### src/rtl/cxd_pkg.sv
`timescale 1ns/1ps
package cxd_pkg;
  // strobes from control to datapath, one cycle each
  typedef struct packed {
    logic clearAll;  // new run: zero every total and the counter
    logic advance;   // fold this pattern into the totals
    logic capture;   // record trip port and pattern number
  } cxdStrobe_t;
endpackage

### src/rtl/cxd_port_acc.sv
`timescale 1ns/1ps
module cxd_port_acc #(
  parameter int SAMPLE_W = 16,
  parameter int ACC_W    = 32
) (
  input  logic                clk,
  input  logic                rstN,
  input  logic                clearAll,
  input  logic                advance,
  input  logic [SAMPLE_W-1:0] sample,
  input  logic [ACC_W-1:0]    refNext,
  input  logic [ACC_W-1:0]    threshold,
  output logic [ACC_W-1:0]    acc,
  output logic                tripNext
);
  localparam logic [ACC_W-1:0] ACC_MAX = '1;

  logic [ACC_W:0]   wideSum;
  logic [ACC_W-1:0] accNext;
  logic [ACC_W-1:0] excess;

  always_comb begin
    wideSum = {1'b0, acc} + {{(ACC_W + 1 - SAMPLE_W){1'b0}}, sample};
    accNext = wideSum[ACC_W] ? ACC_MAX : wideSum[ACC_W-1:0];
    excess  = (accNext > refNext) ? (accNext - refNext) : '0;
    tripNext = (excess > threshold);
  end

  always_ff @(posedge clk or negedge rstN) begin
    if (!rstN)         acc <= '0;
    else if (clearAll) acc <= '0;
    else if (advance)  acc <= accNext;
  end
endmodule

### src/rtl/cxd_datapath.sv
`timescale 1ns/1ps
module cxd_datapath
  import cxd_pkg::*;
#(
  parameter int NUM_PORTS = 4,
  parameter int SAMPLE_W  = 16,
  parameter int ACC_W     = 32,
  parameter int CNT_W     = 16,
  localparam int PORT_W   = (NUM_PORTS > 1) ? $clog2(NUM_PORTS) : 1
) (
  input  logic                          clk,
  input  logic                          rstN,
  input  cxdStrobe_t                    strobe,
  input  logic [NUM_PORTS*SAMPLE_W-1:0] samples,
  input  logic [SAMPLE_W-1:0]           refIncr,
  input  logic [ACC_W-1:0]              threshold,
  output logic                          anyTrip,
  output logic [PORT_W-1:0]             tripPort,
  output logic [CNT_W-1:0]              tripCount,
  output logic [CNT_W-1:0]              patternCount,
  output logic [ACC_W-1:0]              refCharge,
  output logic [NUM_PORTS*ACC_W-1:0]    portCharge
);
  localparam logic [ACC_W-1:0] ACC_MAX = '1;
  localparam logic [CNT_W-1:0] CNT_MAX = '1;

  logic [ACC_W:0]        refWide;
  logic [ACC_W-1:0]      refNext;
  logic [CNT_W-1:0]      cntNext;
  logic [NUM_PORTS-1:0]  tripVec;
  logic [PORT_W-1:0]     lowIdx;

  // reference envelope accumulation, saturating
  always_comb begin
    refWide = {1'b0, refCharge} + {{(ACC_W + 1 - SAMPLE_W){1'b0}}, refIncr};
    refNext = refWide[ACC_W] ? ACC_MAX : refWide[ACC_W-1:0];
    cntNext = (patternCount == CNT_MAX) ? CNT_MAX : patternCount + 1'b1;
  end

  always_ff @(posedge clk or negedge rstN) begin
    if (!rstN) begin
      refCharge    <= '0;
      patternCount <= '0;
    end else if (strobe.clearAll) begin
      refCharge    <= '0;
      patternCount <= '0;
    end else if (strobe.advance) begin
      refCharge    <= refNext;
      patternCount <= cntNext;
    end
  end

  // one saturating integrator per supply port
  for (genvar p = 0; p < NUM_PORTS; p++) begin : g_port
    cxd_port_acc #(
      .SAMPLE_W(SAMPLE_W),
      .ACC_W   (ACC_W)
    ) u_acc (
      .clk      (clk),
      .rstN     (rstN),
      .clearAll (strobe.clearAll),
      .advance  (strobe.advance),
      .sample   (samples[p*SAMPLE_W +: SAMPLE_W]),
      .refNext  (refNext),
      .threshold(threshold),
      .acc      (portCharge[p*ACC_W +: ACC_W]),
      .tripNext (tripVec[p])
    );
  end

  // lowest tripping index wins
  always_comb begin
    lowIdx = '0;
    for (int i = NUM_PORTS - 1; i >= 0; i--) begin
      if (tripVec[i]) lowIdx = PORT_W'(i);
    end
  end

  assign anyTrip = |tripVec;

  always_ff @(posedge clk or negedge rstN) begin
    if (!rstN) begin
      tripPort  <= '0;
      tripCount <= '0;
    end else if (strobe.clearAll) begin
      tripPort  <= '0;
      tripCount <= '0;
    end else if (strobe.capture) begin
      tripPort  <= lowIdx;
      tripCount <= cntNext;
    end
  end
endmodule

### src/rtl/cxd_control.sv
`timescale 1ns/1ps
module cxd_control
  import cxd_pkg::*;
(
  input  logic       clk,
  input  logic       rstN,
  input  logic       start,
  input  logic       sampleValid,
  input  logic       anyTrip,
  output cxdStrobe_t strobe,
  output logic       detected
);
  always_comb begin
    strobe.clearAll = start;
    strobe.advance  = sampleValid & ~start;
    strobe.capture  = sampleValid & ~start & anyTrip & ~detected;
  end

  always_ff @(posedge clk or negedge rstN) begin
    if (!rstN)               detected <= 1'b0;
    else if (strobe.clearAll) detected <= 1'b0;
    else if (strobe.capture)  detected <= 1'b1;
  end
endmodule

### src/rtl/charge_excess_detector.sv
`timescale 1ns/1ps
module charge_excess_detector
  import cxd_pkg::*;
#(
  parameter int NUM_PORTS = 4,
  parameter int SAMPLE_W  = 16,
  parameter int ACC_W     = 32,
  parameter int CNT_W     = 16,
  localparam int PORT_W   = (NUM_PORTS > 1) ? $clog2(NUM_PORTS) : 1
) (
  input  logic                          clk,
  input  logic                          rstN,
  input  logic                          start,
  input  logic                          sampleValid,
  input  logic [NUM_PORTS*SAMPLE_W-1:0] samples,
  input  logic [SAMPLE_W-1:0]           refIncr,
  input  logic [ACC_W-1:0]              threshold,
  output logic                          detected,
  output logic [PORT_W-1:0]             tripPort,
  output logic [CNT_W-1:0]              tripCount,
  output logic [CNT_W-1:0]              patternCount,
  output logic [ACC_W-1:0]              refCharge,
  output logic [NUM_PORTS*ACC_W-1:0]    portCharge
);
  cxdStrobe_t strobe;
  logic       anyTrip;

  cxd_control u_ctrl (
    .clk        (clk),
    .rstN       (rstN),
    .start      (start),
    .sampleValid(sampleValid),
    .anyTrip    (anyTrip),
    .strobe     (strobe),
    .detected   (detected)
  );

  cxd_datapath #(
    .NUM_PORTS(NUM_PORTS),
    .SAMPLE_W (SAMPLE_W),
    .ACC_W    (ACC_W),
    .CNT_W    (CNT_W)
  ) u_dp (
    .clk         (clk),
    .rstN        (rstN),
    .strobe      (strobe),
    .samples     (samples),
    .refIncr     (refIncr),
    .threshold   (threshold),
    .anyTrip     (anyTrip),
    .tripPort    (tripPort),
    .tripCount   (tripCount),
    .patternCount(patternCount),
    .refCharge   (refCharge),
    .portCharge  (portCharge)
  );
endmodule

### config.mk
export PLATFORM = sky130hd
export DESIGN_NAME = charge_excess_detector
export DESIGN_NICKNAME = d
export VERILOG_FILES = /design/src/rtl/cxd_pkg.sv /design/src/rtl/cxd_port_acc.sv /design/src/rtl/cxd_datapath.sv /design/src/rtl/cxd_control.sv /design/src/rtl/charge_excess_detector.sv
export SDC_FILE = /design/constraint.sdc
export NUM_CORES = 1
export LEC_CHECK = 0
export BUFFER_PORTS_ARGS = -buffer_cell sky130_fd_sc_hd__buf_2
export CORE_UTILIZATION = 55
export DETAILED_ROUTE_END_ITERATION = 8
export HOLD_SLACK_MARGIN = 0.03
export PLACE_DENSITY = 0.82
export SYNTH_ARGS = -nofsm -noshare
export SYNTH_HDL_FRONTEND = slang
export SYNTH_HIERARCHICAL = 1
export SYNTH_SLANG_ARGS = --single-unit
export TNS_END_PERCENT = 1
### constraint.sdc
create_clock -name clk -period 14.7 [get_ports clk]
set_input_delay 2.94 -clock clk [delete_from_list [all_inputs] [get_ports clk]]
set_output_delay 2.94 -clock clk [all_outputs]
set_load 0.02 [all_outputs]
==> flow_summary.toml <==
[status]
status = "finished, final reports clean"

[critical_path]
max_stage_delay_ns = 0.98
worstSetupPathType = "in2reg"
crit_path_frequent_cell = "nor2_1"
end_kind = "register"
cpMaxStageDelayCell = "and3b_1"
start_kind = "input port"
cp_data_arrival_time_ns = 12.07
cp_max_fo = 34
required_ns = 15.10

[synthesis]
yosysWarningCount = 6
synth_area_sq_um = 26700
netlist.top_cell.by_area = "dfrtp_1"
async_reset_ff_frac = 1.00
synth_edf_count = 0
synth_cells = 3589
avgSynthCellArea_sq_um = 7.45
synth.area.top_cells = "dfrtp_1 (18%), ha_1 (16%), nor2_1 (5.5%), a21oi_1 (5.5%), inv_1 (4.8%)"
synth_flop_cell = "dfrtp_1"
synth_cell_type_count = 106
yosysMostFrequentCell = "nor2_1"
yosys-top-cells-count = "nor2_1 (395), inv_1 (339), ha_1 (337), nand2_1 (319), a21oi_1 (293)"
synth_top_area_frac = 0.182
syn-num-nets = 4051
seq_area_frac_synth = 0.182
synth-seq-cells = 195

[layout]
nNetsFinal = 4230
drive_gt1_frac = 0.125
multi_input_area_sq_um = 19800
area_delta_synth_final_pct = 8.76
seq_area_sq_um = 4880
n_fill_cell = 4456
fin_util = 0.608

[placement]
numPortBuffers = 310
dpl_worst_slack_ns = 2.78
hpwl_um = 67100
gp_congestion = 0.974

[cts]
clk_latency_ns = 0.51
clock-sinks = 195
cts_buffers = 17
htreeDepth = 4
cts_hold_buf = 0
cts_setup_buffers = 0
root_buffer = "clkbuf_16"
cts_buffer_depth = 2
cts_tree = "built"
path_clk_slew_ns = 0.08
cts_resized = 0

[worst_hold_path]
worstHoldPathType = "reg2reg"

[sta]
min_period_over_period = 0.794
setup-tns-final_ns = 0
rsz0062_at_grt = "false"
fmax_mhz = 85.6
slew_headroom = 0.206
setup_violations = 0
fin_skew_ns = 0.0133
hold_viol = 0
layout_setup_ws_ns = 3.02
worst_pin_slew_ns = 1.19
final_max_slew_viol_count = 0
fin_crit_ns = 11.68

[global_route]
grt_max_degree = 171
grt_pass1_vias = 25500
grt_pass1_wl_um = 136000
grt_antenna_before_repair = 3
grt_overflow = 0
grt_usage = 0.346

[power_and_ir_drop]
power_uw = 3230
vdd_ir_drop_max_uv = 97.2
p_leak_uw = 0.0153
p_per_area_nw_per_um2 = 111

[route]
dr.max_layer_used = "met5"
wl_um = 87900
met3_length_um = 7160
via_per_inst = 6.36
routedLengthMet1_um = 37700
post-route-drc-count = 0
drt_iter0_drc = 2803
vias = 28000
wl_per_cell_um = 20.0
first_pass_iters = 6
ant_nets = 0
met2WireLength_um = 39400

[floorplan]
fp-row-count = 80
core_area_sq_um = 47800
die_y_um = 223
die_x_um = 223
start_util = 0.559
ios = 311
die_area_sq_um = 49500

[run]
maxCapViolations = 0
logic make-up after synthesis:
group | share of synthesized area
adders and majority gates | 0.164
muxes | 0.0210
AOI/OAI and AO/OA | 0.264
and+or+nand+nor | 0.226
DFF | 0.182
buffers and inverters | 0.0766
xor gates and xnor gates | 0.0662
per-layer routing:
layer	track usage	vias up
li1	-	13400
met1	0.468	13200
met2	0.541	1207
met3	0.0549	195
met4	0.157	4
met5	0	-
power breakdown:
group	leakage, uW	switching (uW)	internal [uW]
Clock	0.000298	265	249
Sequential	0.00266	29.0	568
Combinational	0.0124	1280	841
final cells by class:
type | instances | share of cell area
Multi-Input combinational cell | 2887 | 0.682
Tap cell | 615 | 0.0265
Sequential cell | 195 | 0.168
Timing Repair Buffer | 328 | 0.0589
Antenna cell | 6 | 0.000516
Inverter | 339 | 0.0437
Clock inverter | 13 | 0.00585
Clock buffer | 18 | 0.0151
worst max-delay path, delay by kind of cell:
family | cells | cell delay (ns)
multiplexers | 1 | 0.31
AND/OR/NAND/NOR | 12 | 3.15
adder cells (fa/ha/maj) | 3 | 1.00
buffers and inverters | 3 | 0.63
AO/OA/AOI/OAI | 12 | 3.98
sequential cells by signal (all words and copies together) (netlist names):
| signal | count |
|---|---|
| u_dp/tripCount | 16 |
| u_dp/g_port.u_acc/acc | 128 |
| u_ctrl/detected | 1 |
| u_dp/tripPort | 2 |
| u_dp/patternCount | 16 |
| u_dp/refCharge | 32 |
final timing paths:
| path | from | end | slack, ns | cells after the start |
|---|---|---|---|---|
| setup / recovery | refIncr[9] | u_dp/tripCount[15] | 3.02 | 31 |
| hold / removal | u_ctrl/detected | u_ctrl/detected | 0.52 | 2 |
| setup reg to reg | u_dp/refCharge[18] | u_dp/tripCount[15] | 4.90 | 27 |
| hold reg to reg | u_ctrl/detected | u_ctrl/detected | 0.52 | 2 |
| max in group asynchronous | rstN | u_dp/g_port[1].u_acc/acc[1] | 10.90 | 2 |
| min in group asynchronous | rstN | u_dp/g_port[2].u_acc/acc[15] | 2.38 | 1 |
cells in the final DEF, fill, tap and decap left out, types with 24 or more instances in the layout:
| cell type | count |
|---|---|
| and3_1 | 78 |
| a31oi_1 | 61 |
| nand2_1 | 319 |
| nor2_1 | 394 |
| a21o_1 | 132 |
| nand4_1 | 86 |
| xnor2_1 | 104 |
| and4_1 | 29 |
| mux2_2 | 24 |
| inv_1 | 339 |
| a211oi_1 | 85 |
| o211ai_1 | 31 |
| dfrtp_1 | 195 |
| nor4_1 | 25 |
| xor2_1 | 98 |
| nand3_1 | 96 |
| buf_2 | 308 |
| a21oi_1 | 293 |
| o21a_1 | 48 |
| a311oi_1 | 63 |
| mux2i_1 | 29 |
| o21bai_1 | 31 |
| o21ai_0 | 122 |
| and2_1 | 30 |
| ha_1 | 337 |
| nor3_1 | 77 |
through the flow:
stage	instance area (sq um)	hold slack, ns	cells
after floorplan	26700	0.605	3589
after global placement	28400	0.502	4362
after detailed placement	28500	0.506	4364
after CTS	29100	0.526	4395
after global routing	29100	0.561	4395
final	29100	0.518	4401
No activity file was read; power rests on OpenSTA's default activity.
